$ cat config.mk
export PLATFORM = sky130hd
export DESIGN_NAME = vscale_ctrl
export DESIGN_NICKNAME = d
export VERILOG_FILES = /design/src/rtl/vscale_pkg.sv /design/src/rtl/vscale_wguard.sv /design/src/rtl/vscale_boost_timer.sv /design/src/rtl/vscale_ctrl.sv
export SDC_FILE = /design/constraint.sdc
export NUM_CORES = 1
export LEC_CHECK = 0
export BUFFER_PORTS_ARGS = -buffer_cell sky130_fd_sc_hd__buf_2
export CORE_ASPECT_RATIO = 0.6
export CORE_MARGIN = 3
export CORE_UTILIZATION = 35
export DETAILED_ROUTE_END_ITERATION = 7
export GPL_TIMING_DRIVEN = 0
export PLACE_DENSITY = 0.75
export SLEW_MARGIN = 20
export SYNTH_ARGS = -nofsm -noshare
export SYNTH_HDL_FRONTEND = slang
export SYNTH_HIERARCHICAL = 1
export SYNTH_SLANG_ARGS = --single-unit
export TNS_END_PERCENT = 20
$ cat constraint.sdc
create_clock -name clk -period 1.26 [get_ports clk]
set_input_delay 0.189 -clock clk [delete_from_list [all_inputs] [get_ports clk]]
set_output_delay 0.189 -clock clk [all_outputs]
set_load 0.03 [all_outputs]
$ cat src/rtl/vscale_pkg.sv
package vscale_pkg;
   localparam int RANGE_LSB    = 0;
   localparam int BOOST_BIT    = 2;
   localparam int USBPWR_BIT   = 3;
   localparam int USBBOOST_BIT = 4;
   localparam int VRDY_BIT     = 8;
   localparam int BRDY_BIT     = 9;
   localparam int UBRDY_BIT    = 10;
   localparam int MIN_DW       = UBRDY_BIT + 1;

   typedef enum logic [1:0] {
      RANGE_LOWPWR = 2'd0,
      RANGE_LOWMID = 2'd1,
      RANGE_HIGHMID = 2'd2,
      RANGE_TOPFREQ = 2'd3
   } vrange_e;

   typedef struct packed {
      logic    usb_boost;
      logic    usb_pwr;
      logic    boost;
      vrange_e range;
   } vctrl_t;
endpackage

$ cat src/rtl/vscale_wguard.sv
module vscale_wguard
   import vscale_pkg::*;
(
   input  logic       we,
   input  logic [1:0] wr_range,
   input  logic       secure,
   input  logic       priv,
   input  logic       clk_sec,
   input  logic       sec_priv,
   input  logic       ns_priv,
   input  logic       lock,
   output logic       wr_ok,
   output logic       wr_rej
);
   logic sec_fail, priv_fail, lock_fail, any_fail;

   always_comb begin
      sec_fail  = clk_sec && !secure;
      priv_fail = !priv && ((clk_sec && sec_priv) || (!clk_sec && ns_priv));
      lock_fail = lock && (vrange_e'(wr_range) == RANGE_TOPFREQ);
      any_fail  = sec_fail || priv_fail || lock_fail;
      wr_ok     = we && !any_fail;
      wr_rej    = we && any_fail;
   end

   always_comb begin
      a_excl_r9: assert (!(wr_ok && wr_rej));
   end
endmodule

$ cat src/rtl/vscale_boost_timer.sv
module vscale_boost_timer #(
   parameter int CYCLES = 16
) (
   input  logic clk,
   input  logic rst_n,
   input  logic en,
   output logic rdy
);
   localparam int CW = $clog2(CYCLES + 1);
   localparam logic [CW-1:0] LAST = CW'(CYCLES);

   if (CYCLES < 1) begin : g_bad_cycles
      $error("vscale_boost_timer: CYCLES must be at least 1");
   end

   logic [CW-1:0] cnt_q;

   always_ff @(posedge clk) begin
      if (!rst_n)          cnt_q <= '0;
      else if (!en)        cnt_q <= '0;
      else if (cnt_q != LAST) cnt_q <= cnt_q + 1'b1;
   end

   assign rdy = en && (cnt_q == LAST);

   p_rise_after_en_r7: assert property (@(posedge clk) disable iff (!rst_n)
      $rose(rdy) |-> $past(en));
   p_no_cnt_past_last_r7: assert property (@(posedge clk) disable iff (!rst_n)
      cnt_q <= LAST);
   p_drop_with_en_r8: assert property (@(posedge clk) disable iff (!rst_n)
      !en |-> !rdy);
endmodule

$ cat src/rtl/vscale_ctrl.sv
module vscale_ctrl
   import vscale_pkg::*;
#(
   parameter int DW             = 32,
   parameter int STARTUP_CYCLES = 16,
   parameter int USB_PRESENT    = 1
) (
   input  logic          clk,
   input  logic          rst_n,
   input  logic          bus_we,
   input  logic [DW-1:0] bus_wdata,
   input  logic          bus_secure,
   input  logic          bus_priv,
   output logic [DW-1:0] bus_rdata,
   input  logic          cfg_clk_sec,
   input  logic          cfg_sec_priv,
   input  logic          cfg_ns_priv,
   input  logic          range1_lock,
   input  logic          stop_entry,
   input  logic          vcore_ok,
   output logic [1:0]    range_sel,
   output logic          boost_en,
   output logic          usb_pwr_en,
   output logic          usb_boost_en,
   output logic          volt_rdy,
   output logic          boost_rdy,
   output logic          usb_boost_rdy,
   output logic          acc_err
);
   localparam logic USB_ON = (USB_PRESENT != 0);

   if (DW < MIN_DW) begin : g_bad_dw
      $error("vscale_ctrl: DW too narrow for the register layout");
   end
   if (STARTUP_CYCLES < 1) begin : g_bad_startup
      $error("vscale_ctrl: STARTUP_CYCLES must be at least 1");
   end

   logic   wr_ok, wr_rej, range_chg;
   vctrl_t ctrl_q, ctrl_d;
   logic   vrdy_q, err_q;
   logic   brdy, ubrdy;

   vscale_wguard u_guard (
      .we       (bus_we),
      .wr_range (bus_wdata[RANGE_LSB +: 2]),
      .secure   (bus_secure),
      .priv     (bus_priv),
      .clk_sec  (cfg_clk_sec),
      .sec_priv (cfg_sec_priv),
      .ns_priv  (cfg_ns_priv),
      .lock     (range1_lock),
      .wr_ok    (wr_ok),
      .wr_rej   (wr_rej)
   );

   always_comb begin
      ctrl_d    = ctrl_q;
      range_chg = 1'b0;
      if (wr_ok) begin
         ctrl_d.range     = vrange_e'(bus_wdata[RANGE_LSB +: 2]);
         ctrl_d.boost     = bus_wdata[BOOST_BIT];
         ctrl_d.usb_pwr   = bus_wdata[USBPWR_BIT] & USB_ON;
         ctrl_d.usb_boost = bus_wdata[USBBOOST_BIT] & USB_ON;
         range_chg        = (bus_wdata[RANGE_LSB +: 2] != ctrl_q.range);
      end
      if (stop_entry) begin
         ctrl_d.boost     = 1'b0;
         ctrl_d.usb_boost = 1'b0;
      end
   end

   always_ff @(posedge clk) begin
      if (!rst_n) begin
         ctrl_q <= '0;
         vrdy_q <= 1'b0;
         err_q  <= 1'b0;
      end else begin
         ctrl_q <= ctrl_d;
         vrdy_q <= vcore_ok && !range_chg;
         err_q  <= wr_rej;
      end
   end

   vscale_boost_timer #(.CYCLES(STARTUP_CYCLES)) u_main_timer (
      .clk   (clk),
      .rst_n (rst_n),
      .en    (ctrl_q.boost),
      .rdy   (brdy)
   );

   if (USB_PRESENT != 0) begin : g_usb
      vscale_boost_timer #(.CYCLES(STARTUP_CYCLES)) u_usb_timer (
         .clk   (clk),
         .rst_n (rst_n),
         .en    (ctrl_q.usb_boost),
         .rdy   (ubrdy)
      );
   end else begin : g_no_usb
      assign ubrdy = 1'b0;
   end

   assign range_sel     = ctrl_q.range;
   assign boost_en      = ctrl_q.boost;
   assign usb_pwr_en    = ctrl_q.usb_pwr;
   assign usb_boost_en  = ctrl_q.usb_boost;
   assign volt_rdy      = vrdy_q;
   assign boost_rdy     = brdy;
   assign usb_boost_rdy = ubrdy;
   assign acc_err       = err_q;

   always_comb begin
      bus_rdata                      = '0;
      bus_rdata[RANGE_LSB +: 2]      = ctrl_q.range;
      bus_rdata[BOOST_BIT]           = ctrl_q.boost;
      bus_rdata[USBPWR_BIT]          = ctrl_q.usb_pwr;
      bus_rdata[USBBOOST_BIT]        = ctrl_q.usb_boost;
      bus_rdata[VRDY_BIT]            = vrdy_q;
      bus_rdata[BRDY_BIT]            = brdy;
      bus_rdata[UBRDY_BIT]           = ubrdy;
   end

   p_lock_veto_r3: assert property (@(posedge clk) disable iff (!rst_n)
      (bus_we && range1_lock && bus_wdata[1:0] == 2'd3 && range_sel != 2'd3)
      |=> range_sel != 2'd3);
   p_nonsecure_r4: assert property (@(posedge clk) disable iff (!rst_n)
      (bus_we && cfg_clk_sec && !bus_secure)
      |=> $stable(range_sel) && $stable(usb_pwr_en) && acc_err);
   p_unpriv_r5: assert property (@(posedge clk) disable iff (!rst_n)
      (bus_we && !bus_priv && ((cfg_clk_sec && cfg_sec_priv) || (!cfg_clk_sec && cfg_ns_priv)))
      |=> $stable(range_sel) && $stable(usb_pwr_en) && acc_err);
   p_stop_clear_r6: assert property (@(posedge clk) disable iff (!rst_n)
      stop_entry |=> !boost_en && !usb_boost_en);
   p_err_source_r9: assert property (@(posedge clk) disable iff (!rst_n)
      acc_err |-> $past(bus_we));
   p_vrdy_track_r10: assert property (@(posedge clk) disable iff (!rst_n)
      volt_rdy |-> $past(vcore_ok));
   p_vrdy_drop_r10: assert property (@(posedge clk) disable iff (!rst_n)
      (range_sel != $past(range_sel)) |-> !volt_rdy);
endmodule

Yosys cells after proc, flatten, opt, wreduce, memory -nomap -nowiden
Cells that the tools add are included.
W data, S select, Z words.
Word-level totals
  register bits after elaboration: 17
  bits of input ports: 43
  output and inout port bits: 41
  word-level logic and storage cells: 39
Cells by class
  add/subtract/negate cells: 2
  equality and inequality tests: 6
  mux-type cells: 1
  bitwise logic cells: 1
  reductions and logical operators: 21
Operators by type and width (number)
  $add A5 B1 Y5 const B: 2
  $eq A5 B5 Y1 const B: 2
  $logic_and A1 B1 Y1: 10
  $ne A5 B5 Y1 const B: 2
  $logic_not A1 Y1: 5
  $reduce_and A2 Y1: 2
  $logic_or A1 B1 Y1: 3
  $eq A2 B2 Y1 const B: 1
  $ne A2 B2 Y1: 1
  $reduce_or A2 Y1: 1
  $mux W1: 1
  $not A1 Y1: 1

Logic depth before layout (Yosys ltp)
Gate-level depths: netlist of run 1.
  depth in word-level cells: 11
  mapped depth: 5
  mapped depth without buffers: 5

Cells and area by module
The synthesis of run 1 kept the hierarchy.
By module, submodules not included
  vscale_ctrl: times used 1, cells each 57, area each 513.0 µm², seq. area each 140.1 µm²
  vscale_boost_timer: times used 2, cells each 24, area each 236.5 µm², seq. area each 100.1 µm²
  vscale_wguard: times used 1, cells each 8, area each 66.3 µm², seq. area each 0.0 µm²

Worst setup path after synthesis of run 1
No wires, ideal clock.
  path type: reg2out
  from: register g_usb.u_usb_timer.cnt_q[0]
  to: output bus_rdata[10]
  arrival time: 1.225 ns
  required time: 1.071 ns
  path slack: -0.154 ns
  stages on the path, launching flop included: 6
  path buffers: 1
  path through: dfxtp_1 -> inv_1 -> ha_1 -> and4bb_4 -> and2_2 -> buf_4
Between the ends
  word-level cells in the longest chain between the ends: 2
RTL lines
  start, declared: line vscale_boost_timer.sv:16  | logic [CW-1:0] cnt_q;
  start signal, assigned: line vscale_boost_timer.sv:21  | else if (cnt_q != LAST) cnt_q <= cnt_q + 1'b1;
  $eq A5 B5 Y1: line vscale_boost_timer.sv:24  | assign rdy = en && (cnt_q == LAST);
  $logic_and A1 B1 Y1: line vscale_boost_timer.sv:24
  end, declared: line vscale_ctrl.sv:14  | output logic [DW-1:0] bus_rdata,
Every way passes these cells.

Final worst setup path of run 1
  from: register g_usb.u_usb_timer.cnt_q[1]
  to: output bus_rdata[10]
The elaborated chain is that of the path after synthesis.

==> results of run 1 <==
==> layer usage <==
| metal | global-route usage, % | vias to the layer above |
|---|---|---|
| met5 | 0 | - |
| met4 | 2.41 | 0 |
| met3 | 5.74 | 0 |
| met2 | 20.8 | 23 |
| met1 | 13.0 | 385 |
| li1 | - | 449 |
==> flip-flops by register name, indices dropped and copies added (netlist names) <==
signal,count
range_sel,2
acc_err,1
usb_boost_en,1
boost_en,1
g_usb.u_usb_timer/cnt_q,5
volt_rdy,1
usb_pwr_en,1
u_main_timer/cnt_q,5
==> cell type report <==
| cell class | count | share of cell area [%] |
|---|---|---|
| multi-input cells | 81 | 37.1 |
| flip-flops and latches | 17 | 22.1 |
| repair buffers | 42 | 16.9 |
| plain buffers | 33 | 16.6 |
| well taps | 40 | 3.20 |
| clock buffers | 4 | 2.88 |
| inverters | 5 | 1.20 |
==> worst max path at each step <==
stage | endpoint | start | slack [ns]
5_1_grt | bus_rdata[9] | u_main_timer/cnt_q[1] | -0.34
3_5_place_dp | bus_rdata[10] | g_usb.u_usb_timer/cnt_q[0] | -0.14
6_report | bus_rdata[10] | g_usb.u_usb_timer/cnt_q[1] | -0.29
4_1_cts | bus_rdata[10] | g_usb.u_usb_timer/cnt_q[0] | -0.29
3_3_place_gp | bus_rdata[9] | u_main_timer/cnt_q[0] | -0.13
2_1_floorplan | bus_rdata[10] | g_usb.u_usb_timer/cnt_q[0] | -0.03
==> logic make-up after synthesis <==
group / synth area share, %
buf+inv: 25.7
flops: 32.3
other cells: 0.356
compound gates: 2.97
simple gates: 18.0
fa+ha+maj: 4.76
xor+xnor: 8.32
mux: 7.61
==> worst max-delay path: stages (launching register included) <==
cell	delay, ns
dfxtp_2	0.34
inv_2	0.04
ha_4	0.14
and4bb_4	0.19
and2_4	0.16
buf_6	0.11
buf_6	0.12
==> synthesized netlist by cell type, types with 2 or more instances <==
library cell	number
buf_4	32
dfxtp_1	17
mux2i_1	8
nor2_1	8
xor2_1	6
inv_1	5
nand3_1	5
ha_1	4
nor3_1	4
xnor2_1	4
nor2b_1	3
and2_2	2
and4bb_4	2
nand2_1	2
or2b_1	2
==> repair_timing <==
item | 4_1_cts | 5_1_grt
pin swaps | 1 | 1
hold buffers | 0 | 0
resized for setup | 6 | 8
setup endpoints to repair | 4 | 7
setup buffers | 7 | 3
==> power breakdown <==
part / switching [uW] / internal (uW)
registers: 8.83 / 550
clock network: 173 / 224
logic: 197 / 126
total: 378 / 900
==> metrics by stage <==
stage                     area (um^2)  total power, uW  instances
after global placement           1390              883        208
after CTS                        1510             1290        219
after global routing             1560             1340        222
after floorplan                  1180              827        136
final                            1560             1280        222
after detailed placement         1390              886        208
==> metrics.cfg, run 1 <==
[pwr]
peakVddDrop_uv=491
leakage_uw=0.000803
p_per_area_nw_per_um2=818

[placement]
gp_congestion=0.782
port_buffers=32
pre_cts_ws_ns=-0.144
hpwl_mm=1.74

[route]
dr.first_iter.drc_count=32
post-route-drc-count=0
wl_met1_um=973
ant_nets=0
drt-wirelength-per-cell_um=10.1
dr_total_vias=857
dr.pass1.iters=4
wl_met3_um=133
wirelength_mm=2.24
routed-wl-met2_mm=1.13
highest_layer=met3
viasPerCell=3.86

[sta]
clock_skew_ns=0.000617
setup_viol=6
min_period_over_period_pct=123
fmax_mhz=646
rsz0062_at_grt=yes
worst_hold_slack_ns=0.178
fin_setup_tns_ns=-1.06
worst_slack_ns=-0.288
slew_viol_final=0
period_minus_slack_ns=1.55
finalHoldViolCount=0

[final_layout]
final_cell_mix=buf_4, buf_2, conb_1
antenna_cells=0
final_common_cell=buf_4
final_core_util_pct=58.3
area_growth_pct=48.5
seqCellArea_um2=345
drive_gt1_share_pct=53.3
fin_nets=230
multi_input_area_um2=581
nFillCells=242

[die]
die_h_um=48.5
die-area_um2=3720
core_area_um2=2680
pin_count=84
dieWidth_um=76.8
rows=14
start_util_pct=39.3

[clock_network]
clock_sinks=17
clk_pin_slew_worst_paths_ns=0.06
clock_latency_ns=0.25
cts_max_level=1
cts_made_buffers=3
cts_tree=built
clockRootBuffer=clkbuf_8
clock_path_buffers=2

[critical_path]
worstSetupPathType=flip-flop to output pin
crit-reg2reg-capture=g_usb.u_usb_timer/cnt_q[1]
arrival_ns=1.36
reg2reg_from=g_usb.u_usb_timer/cnt_q[1]
rr_worst_depth=7
cp-end-kind=output pin
regToRegSetupSlack_ns=-0.06
cp_max_fo=2
start_kind=flip-flop
worstPathRequired_ns=1.07

[synthesis]
synth_area_um2=1050
seq_area_frac_synth_pct=32.3
syn_avg_cell_area_um2=9.31
synth_top_cell_area_share_pct=32.3
ys.flop_type=dfxtp_1
synth_edf_count=0
ys_seq_elements=17
syn_inst=113
yosysWarnings=6
synth_area_leader_cell=dfxtp_1
synthArstFlopShare_pct=0
synth_cell_types=24
synth_area_leaders=dfxtp_1, buf_4, mux2i_1

[global_routing]
grt_antenna_before_repair=0
grt_pass1_vias=820
grt-ovfl-total=0
grt_pass1_wl_mm=3.55
grt_max_degree=10
grt_use_total_pct=11.8

[min_path]
min_from=bus_wdata[4]
min_path_type=primary input to flip-flop
holdPathEnd=usb_boost_en
min_path_cells=3

[run_status]
outcome=finished, violations left
violations=negative setup slack

[run]
cap_violations=0

No activity file was read; power rests on OpenSTA's default activity.
==> run 2, diff against run 1 <==
- TNS_END_PERCENT: 20 -> unset
==> run 2 against run 1 <==
Against the previous run:
- the flow still finishes with violations (negative setup slack)
- combinational power is essentially flat
- clock skew grew 0.00085 ns
- setup slack gained 0.0016 ns
- critical path depth is the same
- critical endpoint unchanged
- register-to-register slack gained 0.08 ns
- count of clock-buffer cells in the layout is the same
==> metrics.cfg, run 2 (synthesis gave the netlist of run 1 again) <==
[run_status]
outcome=finished, violations left
violations=negative setup slack

[placement]
gp_congestion=0.782
hpwl_mm=1.74
placed_area_um2=1390
pre_cts_ws_ns=-0.144
port_buffers=32

[route]
dr.pass1.iters=4
viasPerCell=3.81
dr.first_iter.drc_count=42
drt-wirelength-per-cell_um=10.0
ant_nets=0
wirelength_mm=2.22
post-route-drc-count=0
dr_total_vias=841

[final_layout]
multi_input_area_um2=563
seqCellArea_um2=345
drive_gt1_share_pct=51.4
finalInstanceArea_um2=1530
final_common_cell=buf_4
area_growth_pct=45.4
fin_nets=229
final_cell_mix=buf_4, buf_2, conb_1
nFillCells=243
antenna_cells=0

[global_routing]
grt_antenna_before_repair=0
grt_pass1_wl_mm=3.59
met3_usage_pct=5.74
busiest_layer=met2
use_met1_pct=13.1
grt_max_degree=10
met2_usage_pct=21.2
grt_pass1_vias=827
grt_use_total_pct=12.0
grt-ovfl-total=0

[die]
core_area_um2=2680
die_h_um=48.5
die-area_um2=3720
pin_count=84
dieWidth_um=76.8
start_util_pct=39.3
rows=14

[sta]
worst_slack_ns=-0.286
finalHoldViolCount=0
slew_viol_final=0
clock_skew_ns=0.00147
fin_setup_tns_ns=-0.985
rsz0062_at_grt=yes
worst_hold_slack_ns=0.179
fmax_mhz=647
period_minus_slack_ns=1.55
min_period_over_period_pct=123
setup_viol=4

[clock_network]
cts_made_buffers=3
hold_buffers=0
clk_pin_slew_worst_paths_ns=0.06
clock_path_buffers=2
clock_latency_ns=0.25
cts_max_level=1
cts_tree=built
clock_sinks=17
clockRootBuffer=clkbuf_8

[critical_path]
cp_max_fo=2
worstPathRequired_ns=1.07
slowest_delay_ns=0.34
critical-path-slowest-cell=dfxtp_2
worstSetupPathType=flip-flop to output pin
arrival_ns=1.36
cp-end-kind=output pin
cpMostUsedCell=buf_6
start_kind=flip-flop
path_delay_family=simple AND/OR/NAND/NOR gates
cp_cell_sequence=inv_2 -> ha_4 -> and4bb_4 -> and2_4 -> buf_6 -> buf_6
critPathBufInv=3

[run]
cap_violations=0

[pwr]
p_per_area_nw_per_um2=835
finalPower_uw=1280
leakage_uw=0.000786
peakVddDrop_uv=515

[min_path]
min_path_type=primary input to flip-flop

[run 2: path summary, 6_finish.rpt]
path,start,endpoint,slack [ns],cells past startpoint
min reg2reg,g_usb.u_usb_timer/cnt_q[4],g_usb.u_usb_timer/cnt_q[4],0.53,2
max,g_usb.u_usb_timer/cnt_q[1],bus_rdata[10],-0.29,6
min,bus_wdata[4],usb_boost_en,0.18,3
max reg2reg,g_usb.u_usb_timer/cnt_q[1],g_usb.u_usb_timer/cnt_q[1],0.02,6
[run 2: power breakdown]
group / internal [uW] / switching (uW) / leakage, uW
Combinational: 126 / 196 / 0.000624
Sequential: 550 / 8.80 / 0.000140
Clock: 224 / 172 / 0.0000228
[run 2: timing repair]
item | CTS | global route
resized for setup | 6 | 3
endpoints found under the setup margin | 4 | 7
pin swaps | 1 | 1
setup buffers | 8 | 3
[run 2: cell type report]
type	count	share of cell area, %
Buffer	33	16.9
Clock buffer	4	2.94
Inverter	5	1.23
Multi-Input combinational cell	81	36.8
Sequential cell	17	22.6
Tap cell	40	3.27
Timing Repair Buffer	41	16.3
[run 2: per-layer routing]
layer  wire length (um)  vias to the layer above
li1                   -                      448
met1                972                      370
met2               1110                       23
met3                136                        0
met4                  0                        0
met5                  0                        -
[run 2: tightest hold or removal path, stage by stage]
cell and delay (ns):
buf_2 0.08, mux2i_1 0.06, nor2_1 0.07
[run 2: per-stage QoR]
stage,util (%),instances
6_report,57.1,221
5_1_grt,57.1,221
4_1_cts,56.4,220
3_5_place_dp,51.8,208
3_3_place_gp,51.8,208
2_1_floorplan,-,136
==> run 3, diff against run 2 <==
- CORE_UTILIZATION: 35 -> 36
- CTS_BUF_LIST: unset -> sky130_fd_sc_hd__clkbuf_2 sky130_fd_sc_hd__clkbuf_4 sky130_fd_sc_hd__clkbuf_8
- GPL_TIMING_DRIVEN: 0 -> unset
- PLACE_DENSITY: 0.75 -> 0.77
- RECOVER_POWER: unset -> 50
==> run 3 against run 2 <==
Against the previous run:
- the run still ends with negative setup slack left
- worst hold slack better by 0.013 ns
- clock skew down 0.00078 ns
- cell count down 14%
- critical path depth down 1
- utilization down 7.9 points
- power down 4.7%
==> metrics.cfg, run 3 (synthesis gave the netlist of run 1 again) <==
[final_layout]
final_common_cell=conb_1
nFillCells=256
area_growth_pct=23.8
drive_gt1_share_pct=39.1
final_core_util_pct=49.2
antenna_cells=0
fin_nets=199
final_cell_mix=conb_1, buf_2, dfxtp_1

[sta]
period_minus_slack_ns=1.47
worst_slack_ns=-0.206
min_period_over_period_pct=116
finalHoldViolCount=0
worst_hold_slack_ns=0.192
rsz0062_at_grt=yes
setup_viol=5
fmax_mhz=682
clock_skew_ns=0.000690
slew_viol_final=0

[die]
die_h_um=47.9
start_util_pct=39.8
dieWidth_um=75.8
rows=14
pin_count=84
die-area_um2=3630
core_area_um2=2650

[route]
dr_total_vias=780
dr.first_iter.drc_count=32
ant_nets=0
drt-wirelength-per-cell_um=10.8
post-route-drc-count=0
wirelength_mm=2.06
dr.pass1.iters=4
viasPerCell=4.08

[global_routing]
grt_use_total_pct=12.9
grt_pass1_wl_mm=3.35
grt-ovfl-total=0
grt_pass1_vias=747
met3_usage_pct=5.45
grt_max_degree=10
use_met1_pct=13.6
grt_antenna_before_repair=0
met2_usage_pct=23.1
busiest_layer=met2

[run]
cap_violations=0

[clock_network]
clock_sinks=17
cts_max_level=1
cts_tree=built
clockRootBuffer=clkbuf_8
cts_made_buffers=3
clock_latency_ns=0.25
clock_path_buffers=2
clk_pin_slew_worst_paths_ns=0.06

[critical_path]
worstSetupPathType=flip-flop to output pin
path_delay_family=simple AND/OR/NAND/NOR gates
critPathBufInv=2
cp-end-kind=output pin
slowest_delay_ns=0.32
start_kind=flip-flop
cp_cell_sequence=inv_2 -> ha_4 -> and4bb_4 -> and2_4 -> buf_6
arrival_ns=1.28
worstPathRequired_ns=1.07
cp_max_fo=2
critical-path-slowest-cell=dfxtp_2

[placement]
gp_congestion=0.810
hpwl_mm=1.72
port_buffers=32

[pwr]
p_per_area_nw_per_um2=934
peakVddDrop_uv=467
leakage_uw=0.000602

[min_path]
min_path_type=primary input to flip-flop

[run_status]
outcome=finished, violations left
violations=negative setup slack

## run 3: final timing paths
kind | slack [ns] | cells past startpoint | endpoint | from
hold / removal | 0.19 | 3 | boost_en | bus_wdata[2]
setup / recovery | -0.21 | 5 | bus_rdata[9] | u_main_timer/cnt_q[0]
setup reg to reg | -0.04 | 7 | g_usb.u_usb_timer/cnt_q[1] | g_usb.u_usb_timer/cnt_q[0]
hold reg to reg | 0.54 | 2 | g_usb.u_usb_timer/cnt_q[4] | g_usb.u_usb_timer/cnt_q[4]
## run 3: what timing repair did
item | CTS | global route
buffers inserted | 4 | 3
hold buffers | 0 | 0
resized for setup | 8 | 3
pin swaps | 0 | 1
gates cloned | 0 | 0
setup endpoints to repair | 5 | 6
## run 3: power by group
part           switching, uW  leakage, uW  internal [uW]
clock network            165    0.0000262            245
registers               9.89     0.000140            550
logic                    184     0.000436           62.0
total                    360     0.000602            857
## run 3: metrics by stage
step           setup slack, ns  setup TNS, ns  area [um^2]  total power (uW)  cells
6_report                -0.206         -0.845         1300              1220    191
5_1_grt                 -0.260          -1.22         1300              1290    191
4_1_cts                 -0.205         -0.817         1270              1240    188
3_5_place_dp           -0.0972         -0.405         1170               816    180
3_3_place_gp           -0.0699         -0.283         1170               811    180
2_1_floorplan          -0.0297        -0.0593         1180               827    136
## run 3: metal layers
metal	up-vias	part of all wire, %
met5	-	0
met4	0	1.7
met3	7	6.9
met2	30	50
met1	354	41
li1	389	-
## run 3: worst register-to-register path: stages, from the launching register on
cell and delay, ns:
dfxtp_2 0.32, inv_2 0.07, ha_4 0.12, and4bb_4 0.23, buf_4 0.10, buf_6 0.10
mux2i_1 0.19, nor2_1 0.06
## run 3: cell type report
| type | instances | area (um^2) | share of cell area [%] |
|---|---|---|---|
| inverter | 5 | 18.8 | 1.44 |
| tap | 40 | 50.0 | 3.84 |
| multi-input combinational | 81 | 563 | 43.2 |
| sequential | 17 | 345 | 26.5 |
| timing repair buffer | 44 | 277 | 21.2 |
| clock buffer | 4 | 48.8 | 3.75 |
